## src/rtl/cfg_seq_pkg.sv

```systemverilog
package cfg_seq_pkg;

    typedef enum logic [2:0] {
        ST_IDLE,
        ST_RST,
        ST_CHK,
        ST_HK,
        ST_GAP,
        ST_STRM,
        ST_POST,
        ST_PAD
    } seq_state_e;

    function automatic longint ceil_div(input longint num, input longint den);
        return (num + den - 1) / den;
    endfunction

endpackage

```

## src/rtl/cfg_wait_timer.sv

```systemverilog
module cfg_wait_timer #(
    parameter int W = 8
) (
    input  logic         clk,
    input  logic         rst_n,
    input  logic         load_i,
    input  logic [W-1:0] val_i,
    output logic         zero_o
);
    logic [W-1:0] cnt_d, cnt_q;

    always_comb begin
        cnt_d = cnt_q;
        if (load_i) begin
            cnt_d = val_i;
        end else if (cnt_q != '0) begin
            cnt_d = cnt_q - 1'b1;
        end
    end

    always_ff @(posedge clk or negedge rst_n) begin
        if (!rst_n) cnt_q <= '0;
        else        cnt_q <= cnt_d;
    end

    assign zero_o = (cnt_q == '0);

endmodule

```

## src/rtl/cfg_spi_shifter.sv

```systemverilog
module cfg_spi_shifter #(
    parameter int DIV = 2
) (
    input  logic       clk,
    input  logic       rst_n,
    input  logic       load_i,
    input  logic [7:0] data_i,
    output logic       busy_o,
    output logic       fin_o,
    output logic       sck_o,
    output logic       mosi_o
);
    localparam int DW = (DIV > 1) ? $clog2(DIV) : 1;

    typedef struct packed {
        logic          busy;
        logic          sck;
        logic [7:0]    sh;
        logic [2:0]    bits;
        logic [DW-1:0] div;
    } shift_t;

    shift_t sh_d, sh_q;
    logic   fin_c;

    always_comb begin
        sh_d  = sh_q;
        fin_c = 1'b0;
        if (!sh_q.busy) begin
            if (load_i) begin
                sh_d.busy = 1'b1;
                sh_d.sh   = data_i;
                sh_d.bits = '0;
                sh_d.div  = '0;
                sh_d.sck  = 1'b0;
            end
        end else if (sh_q.div == DW'(DIV - 1)) begin
            sh_d.div = '0;
            if (!sh_q.sck) begin
                sh_d.sck = 1'b1;
            end else begin
                sh_d.sck = 1'b0;
                if (sh_q.bits == 3'd7) begin
                    sh_d.busy = 1'b0;
                    fin_c     = 1'b1;
                end else begin
                    sh_d.bits = sh_q.bits + 3'd1;
                    sh_d.sh   = {sh_q.sh[6:0], 1'b0};
                end
            end
        end else begin
            sh_d.div = sh_q.div + 1'b1;
        end
    end

    always_ff @(posedge clk or negedge rst_n) begin
        if (!rst_n) sh_q <= '0;
        else        sh_q <= sh_d;
    end

    assign busy_o = sh_q.busy;
    assign fin_o  = fin_c;
    assign sck_o  = sh_q.sck;
    assign mosi_o = sh_q.busy & sh_q.sh[7];


    mosi_hold_on_rise_chk: assert property (@(posedge clk) disable iff (!rst_n)
        $rose(sck_o) |-> $stable(mosi_o));


    load_when_idle_chk: assert property (@(posedge clk) disable iff (!rst_n)
        load_i |-> !busy_o);

endmodule

```

## src/rtl/fpga_cfg_seq.sv

```systemverilog
module fpga_cfg_seq
    import cfg_seq_pkg::*;
#(
    parameter int CLK_HZ      = 50_000_000,
    parameter int SCK_DIV     = 2,
    parameter int RST_HOLD_NS = 1000,
    parameter int HK_US       = 1200,
    parameter int ACT_CLKS    = 49
) (
    input  logic       clk,
    input  logic       rst_n,
    input  logic       start_i,
    input  logic       partial_i,
    input  logic [7:0] s_data_i,
    input  logic       s_valid_i,
    input  logic       s_last_i,
    output logic       s_ready_o,
    output logic       busy_o,
    output logic       done_o,
    output logic       err_o,
    output logic       tgt_rst_n_o,
    output logic       tgt_cs_n_o,
    output logic       sck_o,
    output logic       mosi_o,
    input  logic       tgt_done_i
);
    localparam longint RST_CYC_L = ceil_div(longint'(CLK_HZ) * RST_HOLD_NS, 64'd1_000_000_000);
    localparam longint HK_CYC_L  = ceil_div(longint'(CLK_HZ) * HK_US, 64'd1_000_000);
    localparam int     RST_CYC   = (RST_CYC_L < 1) ? 1 : int'(RST_CYC_L);
    localparam int     HK_CYC    = (HK_CYC_L < 1) ? 1 : int'(HK_CYC_L);
    localparam int     MAX_CYC   = (RST_CYC > HK_CYC) ? RST_CYC : HK_CYC;
    localparam int     TW        = $clog2(MAX_CYC + 1);
    localparam int     PAD_BYTES = (ACT_CLKS + 7) / 8;
    localparam int     PW        = $clog2(PAD_BYTES + 1);
    localparam longint SCK_HZ    = longint'(CLK_HZ) / (2 * SCK_DIV);

    generate
        if (SCK_HZ > 64'd25_000_000 || SCK_HZ < 64'd1_000_000) begin : g_sck_range
            $error("serial clock outside 1..25 MHz for CLK_HZ/SCK_DIV");
        end
    endgenerate

    typedef struct packed {
        seq_state_e    st;
        logic          rst_n;
        logic          cs_n;
        logic          busy;
        logic          done;
        logic          err;
        logic          last;
        logic [PW-1:0] pad;
    } seq_t;

    seq_t          q, n;
    logic          t_load, t_zero;
    logic [TW-1:0] t_val;
    logic          sh_load, sh_busy, sh_fin;
    logic [7:0]    sh_data;
    logic          ready_c;

    cfg_wait_timer #(.W(TW)) u_timer (
        .clk    (clk),
        .rst_n  (rst_n),
        .load_i (t_load),
        .val_i  (t_val),
        .zero_o (t_zero)
    );

    cfg_spi_shifter #(.DIV(SCK_DIV)) u_shift (
        .clk    (clk),
        .rst_n  (rst_n),
        .load_i (sh_load),
        .data_i (sh_data),
        .busy_o (sh_busy),
        .fin_o  (sh_fin),
        .sck_o  (sck_o),
        .mosi_o (mosi_o)
    );

    always_comb begin
        n       = q;
        t_load  = 1'b0;
        t_val   = '0;
        sh_load = 1'b0;
        sh_data = 8'h00;
        ready_c = (q.st == ST_STRM) && !sh_busy && !q.last;
        unique case (q.st)
            ST_IDLE: begin
                if (start_i) begin
                    n.done = 1'b0;
                    if (partial_i) begin
                        n.err = 1'b1;
                    end else begin
                        n.err   = 1'b0;
                        n.st    = ST_RST;
                        n.rst_n = 1'b0;
                        n.cs_n  = 1'b0;
                        n.busy  = 1'b1;
                        n.last  = 1'b0;
                        n.pad   = '0;
                        t_load  = 1'b1;
                        t_val   = TW'(RST_CYC - 1);
                    end
                end
            end
            ST_RST: begin
                if (t_zero) begin
                    n.rst_n = 1'b1;
                    n.st    = ST_CHK;
                end
            end
            ST_CHK: begin
                if (tgt_done_i) begin
                    n.st   = ST_IDLE;
                    n.cs_n = 1'b1;
                    n.busy = 1'b0;
                    n.err  = 1'b1;
                end else begin
                    n.st   = ST_HK;
                    t_load = 1'b1;
                    t_val  = TW'(HK_CYC - 1);
                end
            end
            ST_HK: begin
                if (t_zero) begin
                    n.cs_n = 1'b1;
                    n.st   = ST_GAP;
                end
            end
            ST_GAP: begin
                n.cs_n = 1'b0;
                n.st   = ST_STRM;
            end
            ST_STRM: begin
                if (s_valid_i && ready_c) begin
                    sh_load = 1'b1;
                    sh_data = s_data_i;
                    n.last  = s_last_i;
                end
                if (sh_fin && q.last) begin
                    n.cs_n = 1'b1;
                    n.st   = ST_POST;
                end
            end
            ST_POST: begin
                if (!tgt_done_i) begin
                    n.st   = ST_IDLE;
                    n.busy = 1'b0;
                    n.err  = 1'b1;
                end else begin
                    n.st   = ST_PAD;
                    n.cs_n = 1'b0;
                end
            end
            ST_PAD: begin
                if (!sh_busy) begin
                    sh_load = 1'b1;
                end
                if (sh_fin) begin
                    if (q.pad == PW'(PAD_BYTES - 1)) begin
                        n.st   = ST_IDLE;
                        n.cs_n = 1'b1;
                        n.busy = 1'b0;
                        n.done = 1'b1;
                    end else begin
                        n.pad = q.pad + 1'b1;
                    end
                end
            end
            default: n.st = ST_IDLE;
        endcase
    end

    always_ff @(posedge clk or negedge rst_n) begin
        if (!rst_n) begin
            q       <= '0;
            q.st    <= ST_IDLE;
            q.rst_n <= 1'b1;
            q.cs_n  <= 1'b1;
        end else begin
            q <= n;
        end
    end

    assign s_ready_o   = ready_c;
    assign busy_o      = q.busy;
    assign done_o      = q.done;
    assign err_o       = q.err;
    assign tgt_rst_n_o = q.rst_n;
    assign tgt_cs_n_o  = q.cs_n;


    cs_low_in_reset_chk: assert property (@(posedge clk) disable iff (!rst_n)
        !tgt_rst_n_o |-> !tgt_cs_n_o);


    sck_quiet_cs_high_chk: assert property (@(posedge clk) disable iff (!rst_n)
        tgt_cs_n_o |-> !sck_o);


    partial_reject_chk: assert property (@(posedge clk) disable iff (!rst_n)
        start_i && partial_i && !busy_o |=> err_o && !busy_o && tgt_rst_n_o && tgt_cs_n_o);


    status_excl_chk: assert property (@(posedge clk) disable iff (!rst_n)
        !(done_o && err_o) && !(busy_o && (done_o || err_o)));


    start_clears_chk: assert property (@(posedge clk) disable iff (!rst_n)
        start_i && !partial_i && !busy_o |=> busy_o && !done_o && !err_o);


    ready_outside_cfg_chk: assert property (@(posedge clk) disable iff (!rst_n)
        s_ready_o |-> !tgt_cs_n_o && tgt_rst_n_o && busy_o);

endmodule

```

## config.mk

```make
export PLATFORM = sky130hd
export DESIGN_NAME = fpga_cfg_seq
export DESIGN_NICKNAME = d
export VERILOG_FILES = /design/src/rtl/cfg_seq_pkg.sv /design/src/rtl/cfg_wait_timer.sv /design/src/rtl/cfg_spi_shifter.sv /design/src/rtl/fpga_cfg_seq.sv
export SDC_FILE = /design/constraint.sdc
export NUM_CORES = 1
export LEC_CHECK = 0
export ABC_AREA = 1
export BUFFER_PORTS_ARGS = -buffer_cell sky130_fd_sc_hd__buf_4
export CAP_MARGIN = 20
export CELL_PAD_IN_SITES_DETAIL_PLACEMENT = 1
export CELL_PAD_IN_SITES_GLOBAL_PLACEMENT = 2
export CORE_ASPECT_RATIO = 1.25
export CORE_MARGIN = 2
export CORE_UTILIZATION = 33
export DETAILED_ROUTE_END_ITERATION = 7
export MAX_ROUTING_LAYER = met4
export PLACE_DENSITY_LB_ADDON = 0.1
export SLEW_MARGIN = 15
export SYNTH_ARGS = -nofsm -noshare
export SYNTH_HDL_FRONTEND = slang
export SYNTH_SLANG_ARGS = --single-unit
export TNS_END_PERCENT = 50
```

## constraint.sdc

```tcl
create_clock -name clk -period 2.49 [get_ports clk]
set_input_delay 0.249 -clock clk [delete_from_list [all_inputs] [get_ports clk]]
set_output_delay 0.249 -clock clk [all_outputs]
set_load 0.05 [all_outputs]
```

==> summary.txt <==
Max VDD drop = 0.000175 V
Post-layout util = 0.383
Wirelength per Cell = 14.1 um
CP max stage delay = 0.38 ns
Post-synth ARST share = 1.00
Setup crit start = u_shift.sh_q[1]
Reg2reg path depth = 10
First-pass GRT wire length = 10400 um
DR pass1 iterations = 4
Core Area = 7270 sq um
GP Congestion = 0.826
Placed Area = 2690 sq um
DR vias/cell = 4.96
Starting Density = 0.337
Routed wire length = 6160 um
Pin count of the biggest net entering global routing = 43
YS warnings = 0
Skew-Pair Late Insertion Delay = 0.29 ns
Antenna violations before repair = 0
Critical path destination = q[10]
Worst Setup End Kind = register
Layout area overhead = 13.5%
RSZ-0062 raised after global routing = false
Max-slew violations = 0
Share of cells above drive strength 1 = 0.171
Clock root buffer = clkbuf_8
Slew margin rel. = 0.627
Filler cell count = 951
CP Buf/Inv Count = 0
Critical Path, Cell by Cell = ha_1 -> ha_1 -> nand2_1 -> nor2_1 -> nor2_2 -> nor2_2 -> nand2_1 -> nor2_2 -> nand3_1 -> nand2_1
H-tree level count = 2
Largest family of logic cells by synthesized area = simple AND/OR/NAND/NOR gates
Final HPWL DP = 4790 um
Ant diodes = 0
Compound-gate portion of the synthesized area = 0.0893
Fmax = 0.576 GHz
Max stage delay cell, worst path = dfrtp_1
Worst-path clk slew = 0.08 ns
TritonCTS Sinks = 42
MaxCap Viol Count = 0
PwrDens = 415 nW/um^2
Area share of fa/ha/maj cells after synthesis = 0.0306
Fin crit period = 1.74 ns
Hold crit path type = primary input to register
CP startpoint kind = register
Placed insts = 429
Top Registers = u_timer.cnt_q x16, u_shift.sh_q x12, q x7
Footprint of the multi-input gates = 1230 sq um
Comb power frac = 0.029
Setup tns final = 0 ns
Mux cell area share after synthesis = 0
Post-route ant nets = 0
Final Non-Filler Cells = 438
Total CTS buffers = 5
Worst EP arrival = 1.97 ns
Clk pwr share = 0.380
DR iter-0 viols = 45
Ys flop type = dfrtp_1
Rows = 35
Global Route Usage Sum = 0.174
Critical path depth = 10
Via count = 2173
Ports = 23
Xor-xnor portion of the synthesized cell area = 0.0286
Chip width = 81.1 um
GR Overflow Total = 0
Net Sw Frac = 0.225
Sw power = 0.000260 W
Most frequent cells in the layout = 95 x nand2_1, 40 x nor2_1, 40 x dfrtp_1, 24 x nand3_1, 23 x inv_1
Worst-Margin Slew = 0.557 ns
Die ar. = 8140 sq um
Status = complete, no violations
Post-synthesis sequential area ratio = 0.430
Mapped Area = 2450 sq um
CTS tree = done
Number of synthesized flops with an enable pin = 0
Setup CP Type = register to register
Final Instance Area = 2780 sq um
Cell Int Power = 0.000895 W
Reg2Reg Setup Slack = 0.75 ns
Crit share post-route = 0.697
Reg power frac = 0.590
Top reg by flops = u_timer.cnt_q
Post-Syn Area per Cell = 7.66 sq um
Simple-Gate Fraction of Synth Area = 0.355
RR Startpoint = u_shift.sh_q[1]
# DRC = 0
Dpl ws = 0.742 ns
Nets = 366
CP max FO = 4
Post-synthesis net count = 341
CP top delay family = simple AND/OR/NAND/NOR gates
Final WS setup = 0.755 ns
Data required, critical path = 2.72 ns
Commonest non-fill, non-tap cell in the layout = nand2_1
Vias in the first global route = 2185
Port bufs = 22
Cell variety after synth = 33
Final hold vios = 0
Die Y = 100 um
FF+latch area = 1050 sq um
Reg2Reg Capture Point = q[10]
Worst Skew = 0.00519 ns
Max FFs per register = 16
CTS Buffer Depth = 2
Yosys reg bits = 42
Setup-failing EPs final = 0
Leakage power figure = 1.54 nW
Cells after synthesis = 320
## worst reg2reg max path, cell delays in order, from the launching register on
cell and delay [ns]:
dfrtp_1 0.38, ha_1 0.16, ha_1 0.17, nand2_1 0.06, nor2_1 0.23, nor2_2 0.09
nor2_2 0.15, nand2_1 0.08, nor2_2 0.19, nand3_1 0.10, nand2_1 0.07
## through the flow
stage,hold slack [ns],total power (W)
after global routing,0.158,0.00121
after global placement,0.289,0.000730
after floorplan,-0.0466,0.000697
final,0.153,0.00115
after detailed placement,0.286,0.000730
after CTS,0.143,0.00119
## power by group through the flow
stage          registers, W    logic, W  clock network (W)
4_1_cts            0.000682   0.0000359           0.000474
3_5_place_dp       0.000695   0.0000346                  0
2_1_floorplan      0.000695  0.00000191                  0
3_3_place_gp       0.000695   0.0000347                  0
5_1_grt            0.000682   0.0000384           0.000487
6_report           0.000681   0.0000338           0.000439
## worst min path at each step
stage                      startpoint                to  slack, ns  depth (start not counted)
after floorplan                 rst_n            busy_o      -0.05                          0
after global placement          rst_n  u_timer.cnt_q[1]       0.29                          1
after detailed placement        rst_n  u_timer.cnt_q[1]       0.29                          1
after CTS                 s_data_i[0]   u_shift.sh_q[4]       0.14                          3
after global routing      s_data_i[0]   u_shift.sh_q[4]       0.16                          3
final                     s_data_i[0]   u_shift.sh_q[4]       0.15                          3
## synthesized netlist by cell type (2+ instances only)
library cell	number	area share
nor3_1	6	0.012
nand4_1	4	0.010
nand3_2	3	0.012
nor2_1	40	0.061
dfstp_2	2	0.021
nand3_1	24	0.049
nor2_2	5	0.013
clkinv_1	2	0.0031
o31ai_1	2	0.0061
ha_1	6	0.031
a21oi_1	20	0.041
nand2_2	8	0.020
dfrtp_1	40	0.41
buf_6	2	0.0092
inv_2	3	0.0046
xor2_1	4	0.014
buf_4	3	0.0092
inv_1	23	0.035
a22o_2	2	0.0082
nand2_1	95	0.15
o21ai_0	9	0.018
xnor2_1	4	0.014
o21bai_1	3	0.0092
## per-layer routing
layer,vias up,wire [um],track usage
met5,-,0,-
met4,0,65,0.0430
met3,7,119,0.0243
met2,21,3320,0.319
met1,1059,2660,0.195
li1,1086,-,-
## what timing repair did
item | CTS | global route
hold endpoints to repair | 40 | 0
resized for setup | 0 | 0
hold buffers | 1 | 0
buffers inserted | 0 | 0
## cell type report
class | instances | share of cell area
clock buffers | 6 | 0.0261
clock inverters | 2 | 0.00495
inverters | 30 | 0.0427
multi-input cells | 243 | 0.443
flip-flops and latches | 42 | 0.379
well taps | 92 | 0.0414
repair buffers | 23 | 0.0629
## cells by family (layout without fill, tap and decap cells)
group / Yosys count / in the layout
flops: 42 / 42
fa+ha+maj: 6 / 6
xor+xnor: 8 / 8
simple gates: 191 / 191
buf+inv: 35 / 61
compound gates: 38 / 38
Power figures use the tool's default switching activity.
